===== config.mk =====
export PLATFORM = sky130hd
export DESIGN_NAME = slot_dispatch_sched
export DESIGN_NICKNAME = d
export VERILOG_FILES = /design/src/rtl/slot_sched_pkg.sv /design/src/rtl/slot_issue_map.sv /design/src/rtl/slot_park_reg.sv /design/src/rtl/slot_scan_fsm.sv /design/src/rtl/slot_dispatch_sched.sv
export SDC_FILE = /design/constraint.sdc
export NUM_CORES = 1
export LEC_CHECK = 0
export CAP_MARGIN = 20
export CELL_PAD_IN_SITES_DETAIL_PLACEMENT = 1
export CELL_PAD_IN_SITES_GLOBAL_PLACEMENT = 1
export CORE_UTILIZATION = 37
export CTS_CLUSTER_DIAMETER = 40
export DETAILED_ROUTE_END_ITERATION = 10
export HOLD_SLACK_MARGIN = 0.03
export PLACE_DENSITY = 0.85
export SYNTH_ARGS = -nofsm -noshare
export SYNTH_HDL_FRONTEND = slang
export SYNTH_HIERARCHICAL = 1
export SYNTH_SLANG_ARGS = --single-unit

===== constraint.sdc =====
create_clock -name clk -period 3.5 [get_ports clk]
set_clock_uncertainty 0.1 [all_clocks]
set_input_delay 0.525 -clock clk [delete_from_list [all_inputs] [get_ports clk]]
set_output_delay 0.525 -clock clk [all_outputs]
set_load 0.02 [all_outputs]

===== src/rtl/slot_sched_pkg.sv =====
package slot_sched_pkg;
  typedef enum logic [1:0] {
    ST_IDLE = 2'd0,
    ST_SCAN = 2'd1,
    ST_WAIT = 2'd2,
    ST_PARK = 2'd3
  } sched_state_e;
endpackage


===== src/rtl/slot_issue_map.sv =====
// Pending-slot bitmap: OR-merge posts, single-bit clear from the scanner.
module slot_issue_map #(
  parameter int NSLOT  = 32,
  parameter int SLOT_W = $clog2(NSLOT)
) (
  input  logic              clk,
  input  logic              rst,
  input  logic              wr_en,
  input  logic [NSLOT-1:0]  wr_mask,
  input  logic              clr_en,
  input  logic [SLOT_W-1:0] clr_idx,
  output logic [NSLOT-1:0]  map_q
);
  for (genvar g = 0; g < NSLOT; g++) begin : g_bit
    logic hit_clr;
    assign hit_clr = clr_en && (clr_idx == SLOT_W'(g));
    always_ff @(posedge clk) begin
      if (rst) begin
        map_q[g] <= 1'b0;
      end else if (wr_en && wr_mask[g]) begin
        map_q[g] <= 1'b1;
      end else if (hit_clr) begin
        map_q[g] <= 1'b0;
      end
    end
  end
endmodule


===== src/rtl/slot_park_reg.sv =====
// Holds the index of a slot whose command is still running on the device.
module slot_park_reg #(
  parameter int SLOT_W = 5
) (
  input  logic              clk,
  input  logic              rst,
  input  logic              park_set,
  input  logic [SLOT_W-1:0] park_idx,
  input  logic              park_clr,
  output logic              parked_q,
  output logic [SLOT_W-1:0] parked_idx_q
);
  always_ff @(posedge clk) begin
    if (rst) begin
      parked_q     <= 1'b0;
      parked_idx_q <= '0;
    end else if (park_clr) begin
      parked_q     <= 1'b0;
    end else if (park_set) begin
      parked_q     <= 1'b1;
      parked_idx_q <= park_idx;
    end
  end
endmodule


===== src/rtl/slot_scan_fsm.sv =====
// Ascending slot walker with a one-outstanding dispatch handshake.
module slot_scan_fsm
  import slot_sched_pkg::*;
#(
  parameter int NSLOT  = 32,
  parameter int SLOT_W = $clog2(NSLOT)
) (
  input  logic              clk,
  input  logic              rst,
  input  logic              port_reset,
  input  logic              run_en,
  input  logic [NSLOT-1:0]  map_q,
  input  logic              dev_busy,
  input  logic              dev_drq,
  input  logic              disp_done,
  input  logic              disp_async,
  input  logic              async_cmpl,
  output logic              clr_en,
  output logic [SLOT_W-1:0] clr_idx,
  output logic              park_set,
  output logic              park_clr,
  output logic              disp_valid,
  output logic [SLOT_W-1:0] disp_slot
);
  localparam logic [SLOT_W-1:0] LAST_IDX = SLOT_W'(NSLOT - 1);

  sched_state_e      st_q, st_n;
  logic [SLOT_W-1:0] idx_q, idx_n;
  logic              dv_q, dv_n;
  logic              dev_held;
  logic              at_last;

  assign dev_held = dev_busy | dev_drq;
  assign at_last  = (idx_q == LAST_IDX);

  always_comb begin
    st_n     = st_q;
    idx_n    = idx_q;
    dv_n     = dv_q;
    clr_en   = 1'b0;
    clr_idx  = idx_q;
    park_set = 1'b0;
    park_clr = 1'b0;
    unique case (st_q)
      ST_IDLE: begin
        if (run_en && (map_q != '0)) begin
          st_n  = ST_SCAN;
          idx_n = '0;
        end
      end
      ST_SCAN: begin
        if (!run_en || (map_q == '0)) begin
          st_n = ST_IDLE;
        end else if (map_q[idx_q] && !dev_held) begin
          st_n = ST_WAIT;
          dv_n = 1'b1;
        end else if (at_last) begin
          st_n = ST_IDLE;
        end else begin
          idx_n = idx_q + 1'b1;
        end
      end
      ST_WAIT: begin
        if (disp_done) begin
          dv_n = 1'b0;
          if (disp_async) begin
            park_set = 1'b1;
            st_n     = ST_PARK;
          end else begin
            clr_en = 1'b1;
            if (at_last) begin
              st_n = ST_IDLE;
            end else begin
              st_n  = ST_SCAN;
              idx_n = idx_q + 1'b1;
            end
          end
        end
      end
      ST_PARK: begin
        if (async_cmpl && !dev_held) begin
          clr_en   = 1'b1;
          park_clr = 1'b1;
          st_n     = ST_IDLE;
        end
      end
      default: st_n = ST_IDLE;
    endcase
    if (port_reset) begin
      st_n     = ST_IDLE;
      dv_n     = 1'b0;
      clr_en   = 1'b0;
      park_set = 1'b0;
      park_clr = 1'b1;
    end
  end

  always_ff @(posedge clk) begin
    if (rst) begin
      st_q  <= ST_IDLE;
      idx_q <= '0;
      dv_q  <= 1'b0;
    end else begin
      st_q  <= st_n;
      idx_q <= idx_n;
      dv_q  <= dv_n;
    end
  end

  assign disp_valid = dv_q;
  assign disp_slot  = idx_q;
endmodule


===== src/rtl/slot_dispatch_sched.sv =====
module slot_dispatch_sched #(
  parameter int NSLOT  = 32,
  parameter int SLOT_W = $clog2(NSLOT)
) (
  input  logic              clk,
  input  logic              rst,
  input  logic              port_reset,
  input  logic              run_en,
  input  logic              issue_wr_en,
  input  logic [NSLOT-1:0]  issue_wr_mask,
  input  logic              dev_busy,
  input  logic              dev_drq,
  input  logic              disp_done,
  input  logic              disp_async,
  input  logic              async_cmpl,
  output logic              disp_valid,
  output logic [SLOT_W-1:0] disp_slot,
  output logic              busy_valid,
  output logic [SLOT_W-1:0] busy_slot,
  output logic [NSLOT-1:0]  issue_map
);
  logic              clr_en;
  logic [SLOT_W-1:0] clr_idx;
  logic              park_set;
  logic              park_clr;

  slot_issue_map #(.NSLOT(NSLOT), .SLOT_W(SLOT_W)) u_map (
    .clk     (clk),
    .rst     (rst),
    .wr_en   (issue_wr_en),
    .wr_mask (issue_wr_mask),
    .clr_en  (clr_en),
    .clr_idx (clr_idx),
    .map_q   (issue_map)
  );

  slot_scan_fsm #(.NSLOT(NSLOT), .SLOT_W(SLOT_W)) u_fsm (
    .clk        (clk),
    .rst        (rst),
    .port_reset (port_reset),
    .run_en     (run_en),
    .map_q      (issue_map),
    .dev_busy   (dev_busy),
    .dev_drq    (dev_drq),
    .disp_done  (disp_done),
    .disp_async (disp_async),
    .async_cmpl (async_cmpl),
    .clr_en     (clr_en),
    .clr_idx    (clr_idx),
    .park_set   (park_set),
    .park_clr   (park_clr),
    .disp_valid (disp_valid),
    .disp_slot  (disp_slot)
  );

  slot_park_reg #(.SLOT_W(SLOT_W)) u_park (
    .clk          (clk),
    .rst          (rst),
    .park_set     (park_set),
    .park_idx     (disp_slot),
    .park_clr     (park_clr),
    .parked_q     (busy_valid),
    .parked_idx_q (busy_slot)
  );
endmodule


Word-level counts from Yosys, hierarchy flattened
Index checks and enable logic that the tools add are counted.
{ "op_classes": {"n_lt_le_gt_ge": 1, "mux": 97, "n_addsub": 1, "bitwise_logic": 2, "reduce_logical": 114, "n_eq_ne": 42} }
{ "op_table": {"columns": ["cell", "count"], "rows": [
  ["5-bit == test, second input constant", 16],
  ["1-bit 2-to-1 mux", 79],
  ["1-bit logical AND", 67],
  ["2-bit nonzero test", 33],
  ["5-bit by 4-bit == test with 1-bit output, second input constant", 8],
  ["32-bit zero test", 1],
  ["32-bit nonzero test", 1],
  ["5-bit 2-to-1 mux", 6],
  ["5-bit by 3-bit == test with 1-bit output, second input constant", 4],
  ["5-bit one-hot mux with 3 select lines", 1],
  ["2-bit 2-to-1 mux", 7],
  ["5-bit by 2-bit == test with 1-bit output, second input constant", 2],
  ["2-bit inequality test, second input constant", 4],
  ["2-bit one-hot mux with 4 select lines", 1],
  ["4-bit AND reduction", 2],
  ["5-bit by 6-bit less-than comparator with 1-bit output, second input constant", 1],
  ["2-bit by 1-bit inequality test with 1-bit output, second input constant", 3],
  ["6-bit AND reduction", 1],
  ["5-bit by 1-bit adder with 5-bit output, second input constant", 1],
  ["1-bit binary-select mux with 5-bit select", 1],
  ["5-bit by 1-bit == test with 1-bit output, second input constant", 1],
  ["5-bit zero test", 1],
  ["2-bit == test, second input constant", 2],
  ["4-bit by 1-bit inequality test with 1-bit output, second input constant", 1],
  ["10 further kinds", 13]
]} }
{ "totals": {"input_bits": 42, "register_bits": 46, "word_cells": 294, "output_inout_bits": 44} }

Logic depth before layout (Yosys ltp)
Gate-level depths: netlist of the first run.
{ "depth": {"depth_word": 9, "depth_mapped": 8, "ltp_nobuf": 8} }

Hierarchy
Netlist of the first run, hierarchy kept.
{ "by_module_without_submodules": {"columns": ["module", "instances", "area_per_inst_um2", "seq_area_each_um2", "cells_each"], "rows": [
  ["slot_issue_map", 1, 1372.6, 640.6, 153],
  ["slot_scan_fsm", 1, 1104.8, 160.2, 120],
  ["slot_park_reg", 1, 275.3, 120.1, 25]
]} }

Worst setup path before layout of the first run
No wires, ideal clock.
{ "synth_path": {"path_type": "flip-flop to flip-flop", "startpoint": "reg u_fsm.idx_q[0] (netlist: u_fsm/clr_idx[0])", "endpoint": "reg u_fsm.st_q[0]", "t_arrival_ns": 2.120, "required_ns": 3.284, "period_less_slack_ns": 2.336, "setup_ns": 0.116, "path_stages_with_launch": 8, "path_slack_ns": 1.164, "path_buffers": 1, "path_cell_list": "dfxtp_1 buf_6 mux4_2 a221oi_2 o21ai_2 a2111oi_4 o21ai_0 and3_1"} }
{ "synth_via": {"elab_chain_cells": 6, "word_cells_on_any_way": 12, "classes_between": "eq/ne: 2; mux: 8; reduce/logical: 2"} }
{ "synth_rtl": {"columns": ["item", "line", "source"], "rows": [
  ["start: declaration", "slot_scan_fsm.sv:28", "logic [SLOT_W-1:0] idx_q, idx_n;"],
  ["start signal: assignment", "slot_scan_fsm.sv:105", "idx_q <= idx_n;"],
  ["1-bit binary-select mux with 5-bit select", "slot_scan_fsm.sv:54", "end else if (map_q[idx_q] && !dev_held) begin"],
  ["1-bit 2-to-1 mux (not written as such)", "slot_scan_fsm.sv:54", null],
  ["1-bit logical AND", "slot_scan_fsm.sv:54", null],
  ["2-bit 2-to-1 mux", "slot_scan_fsm.sv:54", null],
  ["2-bit 2-to-1 mux", "slot_scan_fsm.sv:52", "if (!run_en || (map_q == '0)) begin"],
  ["2-bit one-hot mux with 4 select lines", "slot_scan_fsm.sv:44", "unique case (st_q)"],
  ["end signal: assignment", "slot_scan_fsm.sv:104", "st_q <= st_n;"],
  ["end: declaration", "slot_scan_fsm.sv:27", "sched_state_e st_q, st_n;"]
]} }
Parallel ways exist; a longest one is shown, timed or not. The select of a mux whose other input is x is not followed.
A chain may end at the register's enable or synchronous reset.

Worst setup path in the final report of the first run
{ "layout_path": {"startpoint": "reg u_fsm.idx_q[1] (netlist: u_fsm/clr_idx[1])", "endpoint": "reg u_fsm.idx_q[0] (netlist: u_fsm/clr_idx[0])"} }
{ "layout_via": {"elab_chain_cells": 5, "word_cells_on_any_way": 12, "classes_between": "eq/ne: 2; mux: 8; reduce/logical: 2"} }
{ "layout_rtl": {"columns": ["item", "line"], "rows": [
  ["1-bit binary-select mux with 5-bit select / 5-bit == test (equally long branches)", "slot_scan_fsm.sv:54, slot_scan_fsm.sv:34"],
  ["1-bit 2-to-1 mux (not written as such) / 5-bit 2-to-1 mux (equally long branches)", null],
  ["1-bit logical AND, or another cell as far along", "slot_scan_fsm.sv:54"],
  ["2-bit inequality test (no line), or another cell as far along", null],
  ["6-bit AND reduction (no line) / 5-bit one-hot mux with 3 select lines (equally long branches)", null]
]} }
Parallel ways exist; a longest one is shown, timed or not. The select of a mux whose other input is x is not followed.

==> results of run 1 <==
power by group through the flow:
stage / combinational [mW] / sequential, mW / clock (mW)
after global placement: 0.268 / 0.596 / 0
after global routing: 0.299 / 0.588 / 0.435
after floorplan: 0.118 / 0.615 / 0
after detailed placement: 0.278 / 0.596 / 0
after CTS: 0.281 / 0.584 / 0.420
final: 0.282 / 0.584 / 0.411
kinds of logic (layout without fill, tap and decap cells):
family                   Yosys count  after routing  share of synthesized area, %
AO/OA/AOI/OAI                    102            102                          28.8
flip-flops                        46             46                          33.5
adder cells (fa/ha/maj)            7              7                          3.18
multiplexers                      10             10                          7.09
buffers and inverters             33            106                          6.09
AND/OR/NAND/NOR                  100            100                          21.4
layout by cell type, fill, tap and decap left out, drive strengths merged, types with 6 or more instances in the layout:
cell type	instances
nand2	41
nand2b	8
nand4bb	6
dfxtp	46
clkbuf	6
o21ai	12
mux4	7
nor4	8
a21oi	34
nor2	9
a311oi	33
clkdlybuf4s50	84
a211oi	6
inv	11
ha	7
cell type report:
type	count	area, sq um	area share, %
Tap cell	99	124	3.32
Sequential cell	46	921	24.7
Clock buffer	6	82.6	2.21
Multi-Input combinational cell	219	1660	44.6
Timing Repair Buffer	88	868	23.3
Clock inverter	1	30.0	0.805
Inverter	11	41.3	1.11
state kept, by name (all words and copies together), names as in the netlist:
| name | flops |
|---|---|
| u_map/map_q | 32 |
| u_fsm/clr_idx | 5 |
| u_park/parked_idx_q | 5 |
| u_fsm/st_q | 2 |
| u_fsm/disp_valid | 1 |
| u_park/parked_q | 1 |
final timing paths:
check                         from          endpoint  slack, ns  cells after the start
setup / recovery  u_fsm/clr_idx[1]  u_fsm/clr_idx[0]       0.68                      6
setup reg to reg  u_fsm/clr_idx[1]  u_fsm/clr_idx[0]       0.68                      6
hold reg to reg   u_fsm/disp_valid  u_fsm/disp_valid       0.38                      2
hold / removal    u_fsm/disp_valid  u_fsm/disp_valid       0.38                      2
per-layer routing:
layer  up-vias  GRT usage [%]
li1       1314              -
met1      1386           28.9
met2        91           42.4
met3         6           3.64
met4         0           6.30
met5         -              0
stage by stage:
step | hold slack, ns | setup slack, ns | power (mW) | instance area (sq um) | std cells
final | 0.378 | 0.685 | 1.28 | 3730 | 470
after global routing | 0.395 | 0.582 | 1.32 | 3730 | 470
after CTS | 0.382 | 0.689 | 1.29 | 3730 | 470
after detailed placement | 0.367 | 0.791 | 0.874 | 3620 | 463
after global placement | 0.354 | 0.891 | 0.864 | 3620 | 463
after floorplan | 0.381 | 1.16 | 0.733 | 2750 | 298
worst max-delay path, stage by stage, from the launching register on:
cell	delay (ns)
dfxtp_1	0.84
mux4_2	0.59
mux2i_1	0.22
o21ai_2	0.15
and2_2	0.25
a211oi_2	0.38
o22ai_1	0.16
==> results_dict.tcl, run 1 <==
set metrics [dict create \
    pwr-share-clk_pct 32.2 \
    syn_area_per_cell_sq_um 9.24 \
    initial_core_util_pct 38.2 \
    wl_met3_microns 460 \
    rsz0062_at_grt "no" \
    highest_layer "met4" \
    crit_path_start_kind "flip-flop" \
    grt_pass1_vias 2829 \
    p_comb_share_pct 22.1 \
    cts_resized 0 \
    synth.cell_area_sq_mm 0.00275 \
    yosysSeqAreaShare_pct 33.5 \
    rows 31 \
    drt.antenna.violating_nets 0 \
    cts_buffers 5 \
    cp.arrival_ns 2.89 \
    drive_gt1_share_pct 9.43 \
    vdd_ir_drop_max_mv 0.182 \
    power.switching_mw 0.356 \
    ys_seq_elements 46 \
    pin_count 86 \
    synthToLayoutAreaGrowth_pct 35.5 \
    critical_path_class "reg2reg" \
    grt_use_total_pct 23.5 \
    hold_class "reg2reg" \
    cp-end-kind "flip-flop" \
    relSlewSlack_pct 31.6 \
    wl_met2_microns 4550 \
    grt_overflow_total 0 \
    clk_latency_ns 0.30 \
    drc 0 \
    post_cts.repair.setup_buffers 0 \
    status "finished clean" \
    intPower_mw 0.921 \
    synth.most_common_cell "dfxtp_1" \
    route.detailed.wl_per_inst_microns 19.2 \
    synth.top_cell.area_share_pct 33.5 \
    drt-initial-drc-count 105 \
    max_cap_viol_count 0 \
    p_sw_share_pct 27.9 \
    ys_warn_count 6 \
    drt-met1-wl_microns 3950 \
    yosysTopAreaCell "dfxtp_1" \
    critPathMaxFanout 18 \
    vias 2797 \
    dieArea_sq_mm 0.00779 \
    final_core_util_pct 51.7 \
    cts.path.max_buffers 2 \
    setup_viol 0 \
    synth_cells 298 \
    clk_root_buffer_cell "clkbuf_8" \
    synth_edf_count 0 \
    yosys-top-cells-area "dfxtp_1 (33%), a311oi_1 (10%), a21oi_1 (6.2%), nand2_1 (5.6%), mux4_2 (4.1%)" \
    insertedDiodeCount 0 \
    core_sq_mm 0.00721 \
    routed_via_density 5.95 \
    fin_crit_ns 2.82 \
    num-fill-cells 835 \
    synth_flop_cell "dfxtp_1" \
    synthArstFlopShare_pct 0 \
    antenna_found_initial 0 \
    power.density_mw_per_mm2 342 \
    hold_viol 0 \
    drv_slew 0 \
    first_pass_iters 4 \
    final_nets 420 \
    holdBufCountCts 0 \
    leakagePower_nw 1.26 \
    clk_pin_slew_ns 0.08 \
    die_h_microns 88.3 \
    die_w_microns 88.3 \
    htree_levels 2 \
    seq_power_share_pct 45.7 \
    wl_microns 9030 \
    gp_congestion 0.834 \
    grt_max_degree 65 \
    hpwl_microns 6410 \
    clock.fmax_mhz 355 \
    setup_tns_ns 0 \
    grt_pass1_wl_microns 14100 \
    syn_nets 347 \
    ys_top_cells_by_count "dfxtp_1 (46), nand2_1 (41), a21oi_1 (34)" \
    tightest_slew_ns 1.03 \
    portBuffers 85 \
    cp_data_required_time_ns 3.57 \
    fin_crit_sh_pct 80.4 \
    ys_types 56 \
    cts_sinks 46 \
    cts_tree "done" \
]
Note: power is estimated with default switching activity, not from simulation.
==> run 2: changes to the inputs <==
--- a/config.mk
+++ b/config.mk
@@ -8,11 +8,11 @@
 export CAP_MARGIN = 20
 export CELL_PAD_IN_SITES_DETAIL_PLACEMENT = 1
 export CELL_PAD_IN_SITES_GLOBAL_PLACEMENT = 1
-export CORE_UTILIZATION = 37
+export CORE_UTILIZATION = 35
 export CTS_CLUSTER_DIAMETER = 40
 export DETAILED_ROUTE_END_ITERATION = 10
 export HOLD_SLACK_MARGIN = 0.03
-export PLACE_DENSITY = 0.85
+export PLACE_DENSITY = 0.81
 export SYNTH_ARGS = -nofsm -noshare
 export SYNTH_HDL_FRONTEND = slang
 export SYNTH_HIERARCHICAL = 1
==> constraint.sdc (replaced) <==
create_clock -name clk -period 2.9 [get_ports clk]
set_clock_uncertainty 0.1 [all_clocks]
set_input_delay 0.435 -clock clk [delete_from_list [all_inputs] [get_ports clk]]
set_output_delay 0.435 -clock clk [all_outputs]
set_load 0.02 [all_outputs]
==> run 2 against run 1 <==
Sequential cell count unchanged. Worst setup slack worse by 0.37 ns. Worst hold slack worse by 0.0043 ns. Die area up 5.6%. Fmax up 9.0%. Critical path depth unchanged. Combinational power up 20%. Via count down 0.82%. Non-clock buffer count up 7. Sequential share of layout area down 0.13 points. Final cell count up 1.5%.
==> results_dict.tcl, run 2 (same netlist as run 1, synthesis figures left out) <==
set metrics [dict create \
    largest_reg_flops 32 \
    grt_pass1_wl_microns 14300 \
    clk_pin_slew_ns 0.08 \
    clk_latency_ns 0.30 \
    antenna_found_initial 0 \
    hold_viol 0 \
    final_cell_mix "clkdlybuf4s50_1 (84), dfxtp_1 (46), nand2_1 (41)" \
    core_sq_mm 0.00741 \
    tightest_slew_ns 1.01 \
    cts.path.max_buffers 2 \
    num-fill-cells 836 \
    grt_max_degree 65 \
    hold_class "reg2reg" \
    rsz0062_at_grt "no" \
    pin_count 86 \
    layout_commonest_cell "clkdlybuf4s50_1" \
    p_total_mw 1.42 \
    critPathMaxFanout 11 \
    gp_congestion 0.837 \
    fin_crit_ns 2.58 \
    htree_levels 2 \
    cts_buffers 5 \
    first_pass_iters 4 \
    route.detailed.wl_per_inst_microns 18.4 \
    portBuffers 85 \
    cp-startpoint "u_fsm/clr_idx[0]" \
    whs_ns 0.373 \
    cp_data_required_time_ns 2.99 \
    layout_setup_ws_ns 0.317 \
    fin_crit_sh_pct 89.1 \
    grt_use_total_pct 21.4 \
    critical_path_class "reg2reg" \
    drt.antenna.violating_nets 0 \
    regMostFlops "u_map/map_q" \
    place_ws_ns 0.306 \
    multi_input_area_sq_mm 0.00166 \
    relSlewSlack_pct 32.5 \
    dp_cells 470 \
    stdcell_count 477 \
    regArea_sq_um 921 \
    drc 0 \
    insertedDiodeCount 0 \
    cp-end-kind "flip-flop" \
    post_cts.repair.setup_buffers 0 \
    vdd_ir_drop_max_mv 0.188 \
    timing.rr.start "u_fsm/clr_idx[0]" \
    max_cap_viol_count 0 \
    status "finished clean" \
    vias 2774 \
    crit_path_start_kind "flip-flop" \
    setup_viol 0 \
    drive_gt1_share_pct 10.8 \
    routed_via_density 5.82 \
    final_nets 427 \
    hpwl_microns 6490 \
    cts_tree "done" \
    setup_tns_ns 0 \
    hold_start "u_fsm/disp_valid" \
    power.density_mw_per_mm2 380 \
    synthToLayoutAreaGrowth_pct 36.3 \
    dieArea_sq_mm 0.00822 \
    rows 31 \
    leakagePower_nw 1.28 \
    holdBufCountCts 0 \
    clock.fmax_mhz 387 \
    drv_slew 0 \
    die_h_microns 90.7 \
    cp.arrival_ns 2.68 \
    initial_core_util_pct 37.2 \
    cts_resized 0 \
    cts_sinks 46 \
    grt_overflow_total 0 \
    wl_microns 8780 \
    drt-initial-drc-count 90 \
    clk_root_buffer_cell "clkbuf_8" \
    die_w_microns 90.7 \
    grt_pass1_vias 2744 \
]
-- run 2: power breakdown --
group / total [mW] / internal (mW) / switching [mW]
Sequential: 0.707 / 0.664 / 0.0430
Clock: 0.381 / 0.166 / 0.216
Combinational: 0.337 / 0.173 / 0.164
Total: 1.42 / 1.00 / 0.423
-- run 2: cell type report --
class | count | area share, %
Multi-Input combinational cell | 219 | 44.4
Sequential cell | 46 | 24.5
Timing Repair Buffer | 95 | 24.5
Tap cell | 99 | 3.30
Clock buffer | 6 | 1.93
Inverter | 11 | 1.10
Clock inverter | 1 | 0.200
-- run 2: per-stage QoR --
stage	area [sq um]	utilization, %
final	3750	50.6
after global routing	3750	50.6
after CTS	3750	50.6
after detailed placement	3670	49.6
after global placement	3670	49.6
after floorplan	2750	-
-- run 2: layer usage --
layer	wire length [microns]	global-route usage (%)	vias to the layer above
met5	0	0	-
met4	95	5.11	0
met3	449	3.62	9
met1	4110	28.1	1352
li1	-	-	1326
met2	4130	36.3	87
-- run 2: critical path, cell delays in order (launching register included) --
cell and delay (ns):
dfxtp_1 0.61, mux4_1 0.64, a22oi_2 0.23, a311oi_4 0.17
a2111oi_4 0.45, o21ai_0 0.11, and3_1 0.17
-- run 2: path summary, 6_finish.rpt --
kind,slack [ns],depth (start not counted),end
max,0.32,6,u_fsm/st_q[0]
min,0.37,2,u_fsm/disp_valid
max reg2reg,0.32,6,u_fsm/st_q[0]
min reg2reg,0.37,2,u_fsm/disp_valid
==> run 3: changes to the inputs <==
--- a/config.mk
+++ b/config.mk
@@ -12,7 +12,7 @@
 export CTS_CLUSTER_DIAMETER = 40
 export DETAILED_ROUTE_END_ITERATION = 10
 export HOLD_SLACK_MARGIN = 0.03
-export PLACE_DENSITY = 0.81
+export PLACE_DENSITY_LB_ADDON = 0.1
 export SYNTH_ARGS = -nofsm -noshare
 export SYNTH_HDL_FRONTEND = slang
 export SYNTH_HIERARCHICAL = 1
==> run 3 against run 2 <==
Utilization increased by 0.46 points. Combinational power barely moved. Clock power up 27%. Sequential power about the same. Clock-buffer cell count rose by 1. Register-to-register slack lost 0.09 ns.
==> results_dict.tcl, run 3 (same netlist as run 1, synthesis figures left out) <==
set metrics [dict create \
    drt.antenna.violating_nets 0 \
    layout_commonest_cell "clkdlybuf4s50_1" \
    grt_max_degree 33 \
    num-fill-cells 864 \
    wl_met3_microns 374 \
    final_cell_mix "clkdlybuf4s50_1 (84), dfxtp_1 (46), nand2_1 (41)" \
    drive_gt1_share_pct 11.1 \
    rsz0062_at_grt "no" \
    cp_data_required_time_ns 2.99 \
    grt_use_total_pct 22.1 \
    initial_core_util_pct 37.2 \
    insertedDiodeCount 0 \
    pin_count 86 \
    grt_pass1_wl_microns 14700 \
    drv_slew 0 \
    cts_sinks 46 \
    final_core_util_pct 51.1 \
    cts_tree "done" \
    rows 31 \
    portBuffers 85 \
    relSlewSlack_pct 42.5 \
    max_cap_viol_count 0 \
    hold_start "u_fsm/disp_valid" \
    highest_layer "met4" \
    cp-startpoint "u_fsm/clr_idx[0]" \
    wl_microns 8900 \
    gp_congestion 0.791 \
    htree_levels 2 \
    timing.rr.start "u_fsm/clr_idx[0]" \
    clk_root_buffer_cell "clkbuf_8" \
    cts_buffers 5 \
    core_sq_mm 0.00741 \
    antenna_found_initial 0 \
    critical_path_class "reg2reg" \
    drt-met1-wl_microns 4030 \
    dieArea_sq_mm 0.00822 \
    holdBufCountCts 0 \
    die_h_microns 90.7 \
    final_nets 428 \
    leakagePower_nw 1.30 \
    tightest_slew_ns 0.860 \
    clk_pin_slew_ns 0.09 \
    clk_latency_ns 0.30 \
    power.density_mw_per_mm2 404 \
    setup_tns_ns 0 \
    hold_class "reg2reg" \
    largest_reg_flops 32 \
    post_cts.repair.setup_buffers 0 \
    drc 0 \
    fin_crit_sh_pct 92.1 \
    cts_resized 0 \
    drt-initial-drc-count 109 \
    synthToLayoutAreaGrowth_pct 37.5 \
    wl_met2_microns 4400 \
    fin_crit_ns 2.67 \
    vias 2761 \
    grt_pass1_vias 2833 \
    status "finished clean" \
    hold_viol 0 \
    setup_viol 0 \
    routed_via_density 5.76 \
    vdd_ir_drop_max_mv 0.186 \
    hpwl_microns 6750 \
    route.detailed.wl_per_inst_microns 18.6 \
    crit_path_start_kind "flip-flop" \
    regMostFlops "u_map/map_q" \
    die_w_microns 90.7 \
    cts.path.max_buffers 2 \
    dp_cells 471 \
    clock.fmax_mhz 374 \
    stdcell_count 479 \
    first_pass_iters 4 \
    cp.arrival_ns 2.76 \
    cp-end-kind "flip-flop" \
    grt_overflow_total 0 \
    critPathMaxFanout 12 \
]
## run 3: cell types whose count changed in the layout (fill, tap and decap cells not counted)
cell and change:
clkbuf_1 +1, clkinvlp_4 -1, bufinv_16 +1, buf_4 +1
## run 3: report_power, final
part	internal (mW)	total, mW	switching (mW)
combinational	0.174	0.335	0.161
sequential	0.664	0.708	0.0439
clock	0.259	0.484	0.226
## run 3: worst max-delay path: stages, from the launching register on
cell and delay (ns):
dfxtp_1 0.63, mux4_1 0.66, a22oi_2 0.23, a311oi_4 0.17, a2111oi_4 0.47, o21ai_0 0.14
and3_1 0.18
## run 3: layout make-up
cell class / instances / area, sq um / share of cell area (%)
clock buffers: 7 / 76.3 / 2.02
clock inverters: 1 / 30.0 / 0.793
inverters: 11 / 41.3 / 1.09
multi-input cells: 219 / 1660 / 44.0
flip-flops and latches: 46 / 921 / 24.3
well taps: 99 / 124 / 3.27
repair buffers: 96 / 928 / 24.5
## run 3: per-layer routing
layer  GRT usage, %  up-vias
met3           3.20        9
met1           28.0     1360
met4           5.51        0
met2           38.8       68
li1               -     1324
met5              0        -
## run 3: final timing paths
| path | end | slack [ns] | cells after the start |
|---|---|---|---|
| setup reg to reg | u_fsm/st_q[0] | 0.23 | 6 |
| hold / removal | u_fsm/disp_valid | 0.37 | 2 |
| hold reg to reg | u_fsm/disp_valid | 0.37 | 2 |
| setup / recovery | u_fsm/st_q[0] | 0.23 | 6 |
## run 3: through the flow
step                      setup slack (ns)  power, mW  cell area, sq um  hold slack, ns
after CTS                            0.215       1.53              3780           0.377
after detailed placement             0.258       1.06              3680           0.366
final                                0.228       1.53              3780           0.371
after global routing                 0.106       1.59              3780           0.410
after floorplan                      0.564      0.884              2750           0.381
after global placement               0.373       1.05              3680           0.357
